===== src/rtl/sysreg_pkg.sv =====
package sysreg_pkg;
  localparam int XLEN  = 32;
  localparam int IDX_W = 5;
  typedef logic [XLEN-1:0]  word_t;
  typedef logic [IDX_W-1:0] idx_t;

  localparam idx_t IDX_EPC   = 5'd0;
  localparam idx_t IDX_EPSW  = 5'd1;
  localparam idx_t IDX_FPC   = 5'd2;
  localparam idx_t IDX_FPSW  = 5'd3;
  localparam idx_t IDX_CAUSE = 5'd4;
  localparam idx_t IDX_PSW   = 5'd5;
  localparam idx_t IDX_IDENT = 5'd6;
  localparam idx_t IDX_TASK  = 5'd7;
  localparam idx_t IDX_CACHE = 5'd24;
  localparam idx_t IDX_TRAP  = 5'd25;
  localparam idx_t IDX_SCR_A = 5'd29;
  localparam idx_t IDX_FIXED = 5'd30;
  localparam idx_t IDX_SCR_B = 5'd31;

  localparam word_t STATUS_MASK = 32'h000F_F3FF;
  localparam word_t EVEN_MASK   = 32'hFFFF_FFFE;
  localparam word_t IDENT_VAL   = 32'h0000_5346;
  localparam word_t TASK_VAL    = 32'h0000_00E0;
  localparam word_t FIXED_VAL   = 32'h0000_0004;
  localparam word_t CAUSE_RST   = 32'h0000_FFF0;
  localparam word_t PSW_RST     = 32'h0000_8000;
  localparam word_t BOOT_PC     = 32'hFFFF_FFF0;

  localparam int BIT_Z    = 0;
  localparam int BIT_S    = 1;
  localparam int BIT_OV   = 2;
  localparam int BIT_CY   = 3;
  localparam int BIT_CEN  = 1;
  localparam int HALF_W   = XLEN / 2;

  typedef struct packed {
    logic ov;
    logic cy;
    logic z;
    logic s;
  } iflags_t;
endpackage


===== src/rtl/sysreg_psw.sv =====
module sysreg_psw
  import sysreg_pkg::*;
(
  input  logic  clk,
  input  logic  rst_n,
  input  logic  we,
  input  word_t wdata,
  output word_t psw_q,
  output iflags_t flags
);
  word_t psw_d;

  always_comb begin
    psw_d = psw_q;
    if (we) psw_d = wdata & STATUS_MASK;
  end

  always_ff @(posedge clk or negedge rst_n) begin
    if (!rst_n)  psw_q <= PSW_RST;
    else if (we) psw_q <= psw_d;
  end

  always_comb begin
    flags.z  = psw_q[BIT_Z];
    flags.s  = psw_q[BIT_S];
    flags.ov = psw_q[BIT_OV];
    flags.cy = psw_q[BIT_CY];
  end

  p_psw_mask_r2: assert property (@(posedge clk) disable iff (!rst_n)
    we |=> (psw_q == ($past(wdata) & STATUS_MASK)));
endmodule


===== src/rtl/sysreg_cond.sv =====
module sysreg_cond
  import sysreg_pkg::*;
(
  input  iflags_t    flags,
  input  logic [3:0] code,
  output logic       taken
);
  logic base;

  always_comb begin
    unique case (code[2:0])
      3'd0: base = flags.ov;
      3'd1: base = flags.cy;
      3'd2: base = flags.z;
      3'd3: base = flags.cy | flags.z;
      3'd4: base = flags.s;
      3'd5: base = 1'b1;
      3'd6: base = flags.ov | flags.s;
      default: base = (flags.ov ^ flags.s) | flags.z;
    endcase
    taken = base ^ code[3];
  end
endmodule


===== src/rtl/sysreg_store.sv =====
module sysreg_store
  import sysreg_pkg::*;
(
  input  logic  clk,
  input  logic  rst_n,
  input  logic  we,
  input  logic  dbg,
  input  idx_t  widx,
  input  word_t wdata,
  output word_t epc_q,
  output word_t epsw_q,
  output word_t fpc_q,
  output word_t fpsw_q,
  output word_t cause_q,
  output logic  cen_q,
  output word_t trap_q,
  output word_t scra_q,
  output word_t scrb_q
);
  logic  en_epc, en_epsw, en_fpc, en_fpsw, en_cause, en_cen, en_trap, en_scra, en_scrb;
  word_t magnitude, scrb_d;

  always_comb begin
    en_epc   = we && (widx == IDX_EPC);
    en_epsw  = we && (widx == IDX_EPSW);
    en_fpc   = we && (widx == IDX_FPC);
    en_fpsw  = we && (widx == IDX_FPSW);
    en_cause = we && dbg && (widx == IDX_CAUSE);
    en_cen   = we && (widx == IDX_CACHE);
    en_trap  = we && (widx == IDX_TRAP);
    en_scra  = we && (widx == IDX_SCR_A);
    en_scrb  = we && (widx == IDX_SCR_B);
    magnitude = wdata[XLEN-1] ? (~wdata + 1'b1) : wdata;
    scrb_d    = dbg ? wdata : magnitude;
  end

  always_ff @(posedge clk or negedge rst_n) begin
    if (!rst_n) begin
      epc_q   <= '0;
      epsw_q  <= '0;
      fpc_q   <= '0;
      fpsw_q  <= '0;
      cause_q <= CAUSE_RST;
      cen_q   <= 1'b0;
      trap_q  <= '0;
      scra_q  <= '0;
      scrb_q  <= '0;
    end else begin
      if (en_epc)   epc_q   <= wdata & EVEN_MASK;
      if (en_epsw)  epsw_q  <= wdata & STATUS_MASK;
      if (en_fpc)   fpc_q   <= wdata & EVEN_MASK;
      if (en_fpsw)  fpsw_q  <= wdata & STATUS_MASK;
      if (en_cause) cause_q <= wdata;
      if (en_cen)   cen_q   <= wdata[BIT_CEN];
      if (en_trap)  trap_q  <= wdata & EVEN_MASK;
      if (en_scra)  scra_q  <= wdata;
      if (en_scrb)  scrb_q  <= scrb_d;
    end
  end

  p_cause_guard_r4: assert property (@(posedge clk) disable iff (!rst_n)
    (we && !dbg && widx == IDX_CAUSE) |=> $stable(cause_q));
  p_even_pc_r3: assert property (@(posedge clk) disable iff (!rst_n)
    (we && widx == IDX_EPC) |=> (epc_q[0] == 1'b0 && epc_q[XLEN-1:1] == $past(wdata[XLEN-1:1])));
  p_scratch_raw_r7: assert property (@(posedge clk) disable iff (!rst_n)
    (we && widx == IDX_SCR_A) |=> (scra_q == $past(wdata)));
endmodule


===== src/rtl/sysreg_bank.sv =====
module sysreg_bank
  import sysreg_pkg::*;
(
  input  logic        clk,
  input  logic        rst_n,
  input  logic [4:0]  rd_idx,
  output logic [31:0] rd_data,
  input  logic        wr_en,
  input  logic        wr_dbg,
  input  logic [4:0]  wr_idx,
  input  logic [31:0] wr_data,
  input  logic [3:0]  cond_code,
  output logic        cond_true,
  output logic [31:0] psw_o,
  output logic [31:0] reset_pc
);
  word_t   psw_q, epc_q, epsw_q, fpc_q, fpsw_q, cause_q, trap_q, scra_q, scrb_q;
  logic    cen_q;
  iflags_t flags;
  logic    psw_we;

  assign psw_we = wr_en && (wr_idx == IDX_PSW);

  sysreg_psw u_psw (
    .clk(clk), .rst_n(rst_n), .we(psw_we), .wdata(wr_data),
    .psw_q(psw_q), .flags(flags)
  );

  sysreg_store u_store (
    .clk(clk), .rst_n(rst_n), .we(wr_en), .dbg(wr_dbg), .widx(wr_idx), .wdata(wr_data),
    .epc_q(epc_q), .epsw_q(epsw_q), .fpc_q(fpc_q), .fpsw_q(fpsw_q), .cause_q(cause_q),
    .cen_q(cen_q), .trap_q(trap_q), .scra_q(scra_q), .scrb_q(scrb_q)
  );

  sysreg_cond u_cond (
    .flags(flags), .code(cond_code), .taken(cond_true)
  );

  always_comb begin
    rd_data = '0;
    unique case (rd_idx)
      IDX_EPC:   rd_data = epc_q;
      IDX_EPSW:  rd_data = epsw_q;
      IDX_FPC:   rd_data = fpc_q;
      IDX_FPSW:  rd_data = fpsw_q;
      IDX_CAUSE: rd_data = cause_q;
      IDX_PSW:   rd_data = psw_q;
      IDX_IDENT: rd_data = IDENT_VAL;
      IDX_TASK:  rd_data = TASK_VAL;
      IDX_CACHE: rd_data[BIT_CEN] = cen_q;
      IDX_TRAP:  rd_data = trap_q;
      IDX_SCR_A: rd_data = scra_q;
      IDX_FIXED: rd_data = FIXED_VAL;
      IDX_SCR_B: rd_data = scrb_q;
      default:   rd_data = '0;
    endcase
  end

  assign psw_o    = psw_q;
  assign reset_pc = BOOT_PC;

  p_ident_const_r5: assert property (@(posedge clk) disable iff (!rst_n)
    (rd_idx == IDX_IDENT) |-> (rd_data == IDENT_VAL));
  p_cond_always_r9: assert property (@(posedge clk) disable iff (!rst_n)
    (cond_code == 4'd5) |-> cond_true);
  p_cond_never_r10: assert property (@(posedge clk) disable iff (!rst_n)
    (cond_code == 4'd13) |-> !cond_true);
  p_unassigned_zero_r11: assert property (@(posedge clk) disable iff (!rst_n)
    (rd_idx >= 5'd8 && rd_idx <= 5'd23) |-> (rd_data == '0));
endmodule


===== config.mk =====
export PLATFORM = sky130hd
export DESIGN_NAME = sysreg_bank
export DESIGN_NICKNAME = d
export VERILOG_FILES = /design/src/rtl/sysreg_pkg.sv /design/src/rtl/sysreg_psw.sv /design/src/rtl/sysreg_cond.sv /design/src/rtl/sysreg_store.sv /design/src/rtl/sysreg_bank.sv
export SDC_FILE = /design/constraint.sdc
export NUM_CORES = 1
export LEC_CHECK = 0
export BUFFER_PORTS_ARGS = -buffer_cell sky130_fd_sc_hd__buf_2
export CAP_MARGIN = 20
export CORE_MARGIN = 2
export CORE_UTILIZATION = 25
export CTS_BUF_LIST = sky130_fd_sc_hd__clkbuf_16
export CTS_CLUSTER_DIAMETER = 60
export DETAILED_ROUTE_END_ITERATION = 10
export GPL_TIMING_DRIVEN = 0
export SLEW_MARGIN = 20
export SYNTH_ARGS = -nofsm -noshare
export SYNTH_HDL_FRONTEND = slang
export SYNTH_SLANG_ARGS = --single-unit
export TNS_END_PERCENT = 100

===== constraint.sdc =====
create_clock -name clk -period 2.3 [get_ports clk]
set_input_delay 0.46 -clock clk [delete_from_list [all_inputs] [get_ports clk]]
set_output_delay 0.46 -clock clk [all_outputs]
set_load 0.02 [all_outputs]

# Word level (Yosys, flattened, before mapping)
# Index checks and enable logic that the tools add are counted.
# classes
muxes	6
eq_ne	27
addsub	1
reduce_logical	14
n_bitwise	6
# op_table
op	n
case mux 30 bit (12 select lines)	1
2-to-1 mux 32 bit	2
== test 5 bit (second input constant)	9
adder 32 x 1 -> 32 bit (second input constant)	1
inverter 32 bit	1
== test 5 x 3 -> 1 bit (second input constant)	6
== test 5 x 2 -> 1 bit (second input constant)	4
logical AND 1 bit	11
case mux 1 bit (11 select lines)	1
== test 5 x 1 -> 1 bit (second input constant)	2
zero test 5 bit	2
== test 3 bit (second input constant)	3
case mux 1 bit (7 select lines)	1
== test 3 x 2 -> 1 bit (second input constant)	2
case mux 1 bit (6 select lines)	1
== test 3 x 1 -> 1 bit (second input constant)	1
zero test 3 bit	1
bitwise OR 1 bit	3
XOR 1 bit	2
# totals
ff_bits	244
output_inout_bits	97
in_bits	50
elab_cells	64

# Logic depth before layout (Yosys ltp)
# depth
depth_word	4
ltp_mapped	8
ltp_nobuf	7

# Hierarchy
# Synthesis repeated with hierarchy kept, for this count alone.
# hier_totals
cells_unflattened	1169
hier_area_um2	13021.2
# by_module_without_submodules
mod	instances	cells_per_inst	seq_area_each_um2	area_per_inst_um2
sysreg_store	1	685	5670.4	9382.7
sysreg_bank	1	417	0.0	2706.3
sysreg_psw	1	57	451.7	862.1
sysreg_cond	1	10	0.0	70.1

# Worst setup path after synthesis
# No wires, ideal clock.
# synth_timing
path_kind	input-to-output
start	input port rd_idx[2]
end	output port rd_data[27]
path_buffers	3
slack_ps	-22
t_required_ps	1840
path_stages	7
t_arrival_ps	1862
path_cell_list	or3_1 -> buf_2 -> nor3b_4 -> buf_6 -> buf_6 -> a22oi_1 -> nand3_1
# synth_via
elab_chain_len	2
elab_cells_between_ends	13
classes_between	eq/ne (11); mux (1); reduce/logical (1)
# synth_lines
item	line_no	text
from (decl)	sysreg_bank.sv:6	input logic [4:0] rd_idx,
== test 5 bit (tied with other cells)	sysreg_bank.sv:41	unique case (rd_idx)
case mux 30 bit (12 select lines) *	sysreg_bank.sv:41	
to (decl)	sysreg_bank.sv:7	output logic [31:0] rd_data,
# Every way passes the cells marked *; elsewhere a longest branch is shown, timed or not.

# Worst setup path after layout
# layout_timing
start	input port rd_idx[1]
end	output port rd_data[0]
# layout_via
elab_chain_len	2
elab_cells_between_ends	7
classes_between	eq/ne (6); mux (1)
# layout_lines
item	line_no
== test 5 bit (tied with other cells)	sysreg_bank.sv:41
case mux 1 bit (6 select lines) *	sysreg_bank.sv:41
# Marked as above.

==> flow_summary.toml <==
[status]
status = "finished, violations left"
violations = "setup timing"

[power]
clkPwrFrac_pct = 37.9
ir_worst_vdd_mv = 0.522
comb_power_share_pct = 16.2
swShare_pct = 27.1
power_frac_seq_pct = 45.8
p_int_w = 0.00895
netSwitchingPower_w = 0.00332
leakage_nw = 6.91
powerDensity_nw_per_um2 = 793

[setup_path]
cpLargestDelayFamily = "compound AO/OA/AOI/OAI gates"
worstSetupEndpoint = "rd_data[0]"
rrSetupSlack_ns = 1.37
critPathRequiredTime_ns = 1.84
worstPathMaxFanout = 10
reg2regPathDepth = 2
critPathMaxStageDelay_ns = 0.61
r2r-end = "u_psw.psw_q[2]"
cp-startpoint = "rd_idx[1]"
worst-path-stages = 7
cp-start-kind = "input port"
critPathArrivalTime_ns = 2.07
worst_path_most_repeated_cell = "buf_4"
slowest_stage = "a222oi_1"
cp_num_buf_inv = 3
crit_type = "input port to primary output"
path_cells = "buf_4, nand2b_4, nor2_4, buf_6, a222oi_1, o31ai_2, buf_4"
r2r-start = "u_psw.psw_q[2]"
worst_setup_path_end_kind = "primary output"

[placement]
gp_congestion = 0.860
io_buffer_count = 87
dpl.hpwl_um = 26700
placed_area_um2 = 13300

[sta]
finalCritPeriodShare_pct = 110
finClkSkew_ns = 0
fmax_mhz = 395
maxSlewHeadroom_pct = 43.6
setup_slack_ns = -0.230
worst_slew_pin_slew_ns = 0.846
fin_crit_ns = 2.53
final_max_slew_viol_count = 0
setup_violations = 33
finalHoldViolations = 0
grt_setup_unrepaired = "true"

[logic_synthesis]
syn_area_per_cell_um2 = 11.7
syn_inst = 1010
synth_edf_count = 0
yosys_warnings = 0
ys_seq_area_share_pct = 51.6
synth_area_um2 = 11900
ys.flop_type = "dfrtp_1"
ys_async_sr_fraction_pct = 100
synth-seq-cells = 244
synth_cell_type_count = 56

[clock_network]
clock_sinks = 244
cts_max_level = 1
clk_pin_slew_worst_paths_ns = 0.05
cts_buffers = 28
clk-insertion-delay-late_ns = 0.55
cts_tree = "done"
clockBufferDepth = 3
root_buffer = "clkbuf_16"

[finish]
area_growth_pct = 30.4
final_nets = 1251
drive_gt1_share_pct = 45.6
fin_util_pct = 33.2
stdcell_area_um2 = 15500
fillers = 4702

[drt]
drc = 0
num_vias = 9144
wl_um = 38700
wl_per_cell_um = 21.2
viasPerCell = 5.00
first_pass_iters = 5
first_iter_violations = 659
ant_nets = 0

[global_route]
grt-ovfl-total = 0
grt_max_degree = 92
track_usage_pct = 15.5
grt_pass1_vias = 9190
grt_antenna_before_repair = 1
grt_pass1_wl_um = 58600

[die]
die_y_um = 222
die_w_um = 222
io_pins = 147
dieArea_um2 = 49200
rows = 79
start_util_pct = 25.4
core_area_um2 = 46700

[job]
maxCapViolCount = 0

[hold_path]
min_from = "wr_dbg"
hold_class = "input port to flip-flop"
==> synthesized netlist by cell type (4+ instances only) <==
cell | n | area, um2
nor2_1 | 30 | 113
a21oi_1 | 10 | 50.1
nor4_1 | 9 | 56.3
nand3_1 | 29 | 145
and3_1 | 13 | 81.3
buf_2 | 22 | 110
dfstp_2 | 13 | 342
nand4_1 | 9 | 56.3
buf_4 | 46 | 345
a22oi_1 | 81 | 608
xnor2_1 | 9 | 78.8
mux2_2 | 210 | 2360
dfrtp_1 | 231 | 5780
o21ai_1 | 11 | 55.1
inv_1 | 4 | 15.0
buf_1 | 7 | 26.3
a221o_1 | 4 | 40.0
nor2b_1 | 5 | 31.3
xor2_1 | 21 | 184
nand2_1 | 65 | 244
nor3_1 | 6 | 30.0
clkbuf_1 | 53 | 199
a222oi_1 | 11 | 110
a31oi_1 | 4 | 25.0
o21ai_0 | 49 | 245
a221oi_1 | 6 | 52.6
==> cell families (layout without fill, tap and decap cells) <==
group                      Yosys count  in the layout  synth area share [%]
AOI/OAI and AO/OA                  193            193                  11.3
other                                2             47                0.0633
xor gates and xnor gates            30             30                  2.21
DFF                                244            244                  51.6
adders and majority gates            2              2                 0.211
muxes                              213            213                  20.2
and+or+nand+nor                    192            192                  8.44
buffers and inverters              134            299                  6.05
==> metrics by stage <==
step | total power (W) | TNS (ns) | std cells | hold WS, ns | setup slack (ns)
6_report | 0.0123 | -4.61 | 1827 | 0.244 | -0.230
5_1_grt | 0.0128 | -5.95 | 1827 | 0.259 | -0.268
4_1_cts | 0.0123 | -6.70 | 1825 | 0.226 | -0.283
3_5_place_dp | 0.00744 | -39.30 | 1750 | 0.470 | -1.10
3_3_place_gp | 0.00733 | -881.93 | 1748 | 0.464 | -3.57
2_1_floorplan | 0.00676 | -0.0270 | 1054 | 0.164 | -0.0142
==> metal layers <==
| metal | GRT usage, % | wire length [um] | up-vias |
|---|---|---|---|
| met3 | 2.78 | 2600 | 73 |
| li1 | - | - | 3980 |
| met1 | 21.4 | 17300 | 4731 |
| met4 | 4.73 | 1120 | 0 |
| met5 | 0 | 0 | - |
| met2 | 24.6 | 17700 | 360 |
==> registers in the layout, indices dropped and copies added, names as in the netlist, 18 cells and up <==
register         count
u_store.fpc_q       31
u_store.scra_q      32
u_store.cause_q     32
u_store.trap_q      31
u_store.epsw_q      18
u_psw.psw_q         18
u_store.fpsw_q      18
u_store.scrb_q      32
u_store.epc_q       31
==> final cells by class <==
type	instances	area (um2)	area share (%)
Sequential cell	244	6120	39.6
Multi-Input combinational cell	676	5660	36.5
Timing Repair Buffer	118	1100	7.08
Buffer	127	863	5.58
Tap cell	607	759	4.91
Clock buffer	29	726	4.69
Clock inverter	21	234	1.51
Inverter	4	15.0	0.0970
Antenna cell	1	2.50	0.0162
==> repair_timing <==
item                                    4_1_cts  5_1_grt
resized for setup                           205       41
buffers inserted                             22        3
pin swaps                                    37       18
endpoints found under the setup margin       33       38
hold buffers                                  1        0
hold endpoints to repair                     71        0
cloned                                        3        1
==> cell usage in the layout, fill, tap and decap left out, types with 4 or more instances in the layout <==
| cell | n |
|---|---|
| buf_12 | 11 |
| clkinv_1 | 6 |
| a22oi_1 | 54 |
| o21ai_1 | 12 |
| nor2_1 | 23 |
| buf_1 | 6 |
| nor2b_1 | 5 |
| clkinv_2 | 4 |
| dfstp_2 | 13 |
| buf_6 | 52 |
| bufinv_16 | 5 |
| o21ai_0 | 46 |
| buf_4 | 60 |
| xor2_1 | 21 |
| a222oi_1 | 11 |
| and3_1 | 10 |
| conb_1 | 46 |
| clkbuf_1 | 41 |
| a21oi_1 | 8 |
| inv_1 | 5 |
| nand4_1 | 9 |
| a221oi_2 | 5 |
| nand3_2 | 19 |
| a22oi_2 | 27 |
| buf_2 | 59 |
| nand2_1 | 60 |
| nand3_1 | 10 |
| a31oi_1 | 4 |
| nor2_4 | 5 |
| clkbuf_2 | 4 |
| nor4_1 | 9 |
| dfrtp_1 | 229 |
| a221o_1 | 4 |
| xnor2_1 | 9 |
| clkbuf_16 | 30 |
| nor3_1 | 5 |
| mux2_2 | 209 |
==> worst min path at each step <==
| stage | to | cells after the start | slack [ns] |
|---|---|---|---|
| 6_report | u_store.scrb_q[31] | 3 | 0.24 |
| 2_1_floorplan | u_psw.psw_q[0] | 0 | 0.16 |
| 3_5_place_dp | u_store.cause_q[1] | 2 | 0.47 |
| 5_1_grt | u_store.cause_q[31] | 2 | 0.26 |
| 3_3_place_gp | u_store.cause_q[1] | 2 | 0.46 |
| 4_1_cts | u_store.scrb_q[31] | 3 | 0.23 |
==> power by group through the flow <==
| stage | logic [W] | clock network (W) | registers, W |
|---|---|---|---|
| 6_report | 0.00199 | 0.00465 | 0.00562 |
| 3_3_place_gp | 0.00173 | 0 | 0.00560 |
| 4_1_cts | 0.00198 | 0.00473 | 0.00559 |
| 5_1_grt | 0.00218 | 0.00491 | 0.00571 |
| 3_5_place_dp | 0.00179 | 0 | 0.00564 |
| 2_1_floorplan | 0.00119 | 0 | 0.00557 |
==> worst register-to-register path: stages (launching register included) <==
cell and delay [ns]:
dfrtp_2 0.41, buf_4 0.16, mux2_2 0.26
No activity file was read; power rests on OpenSTA's default activity.
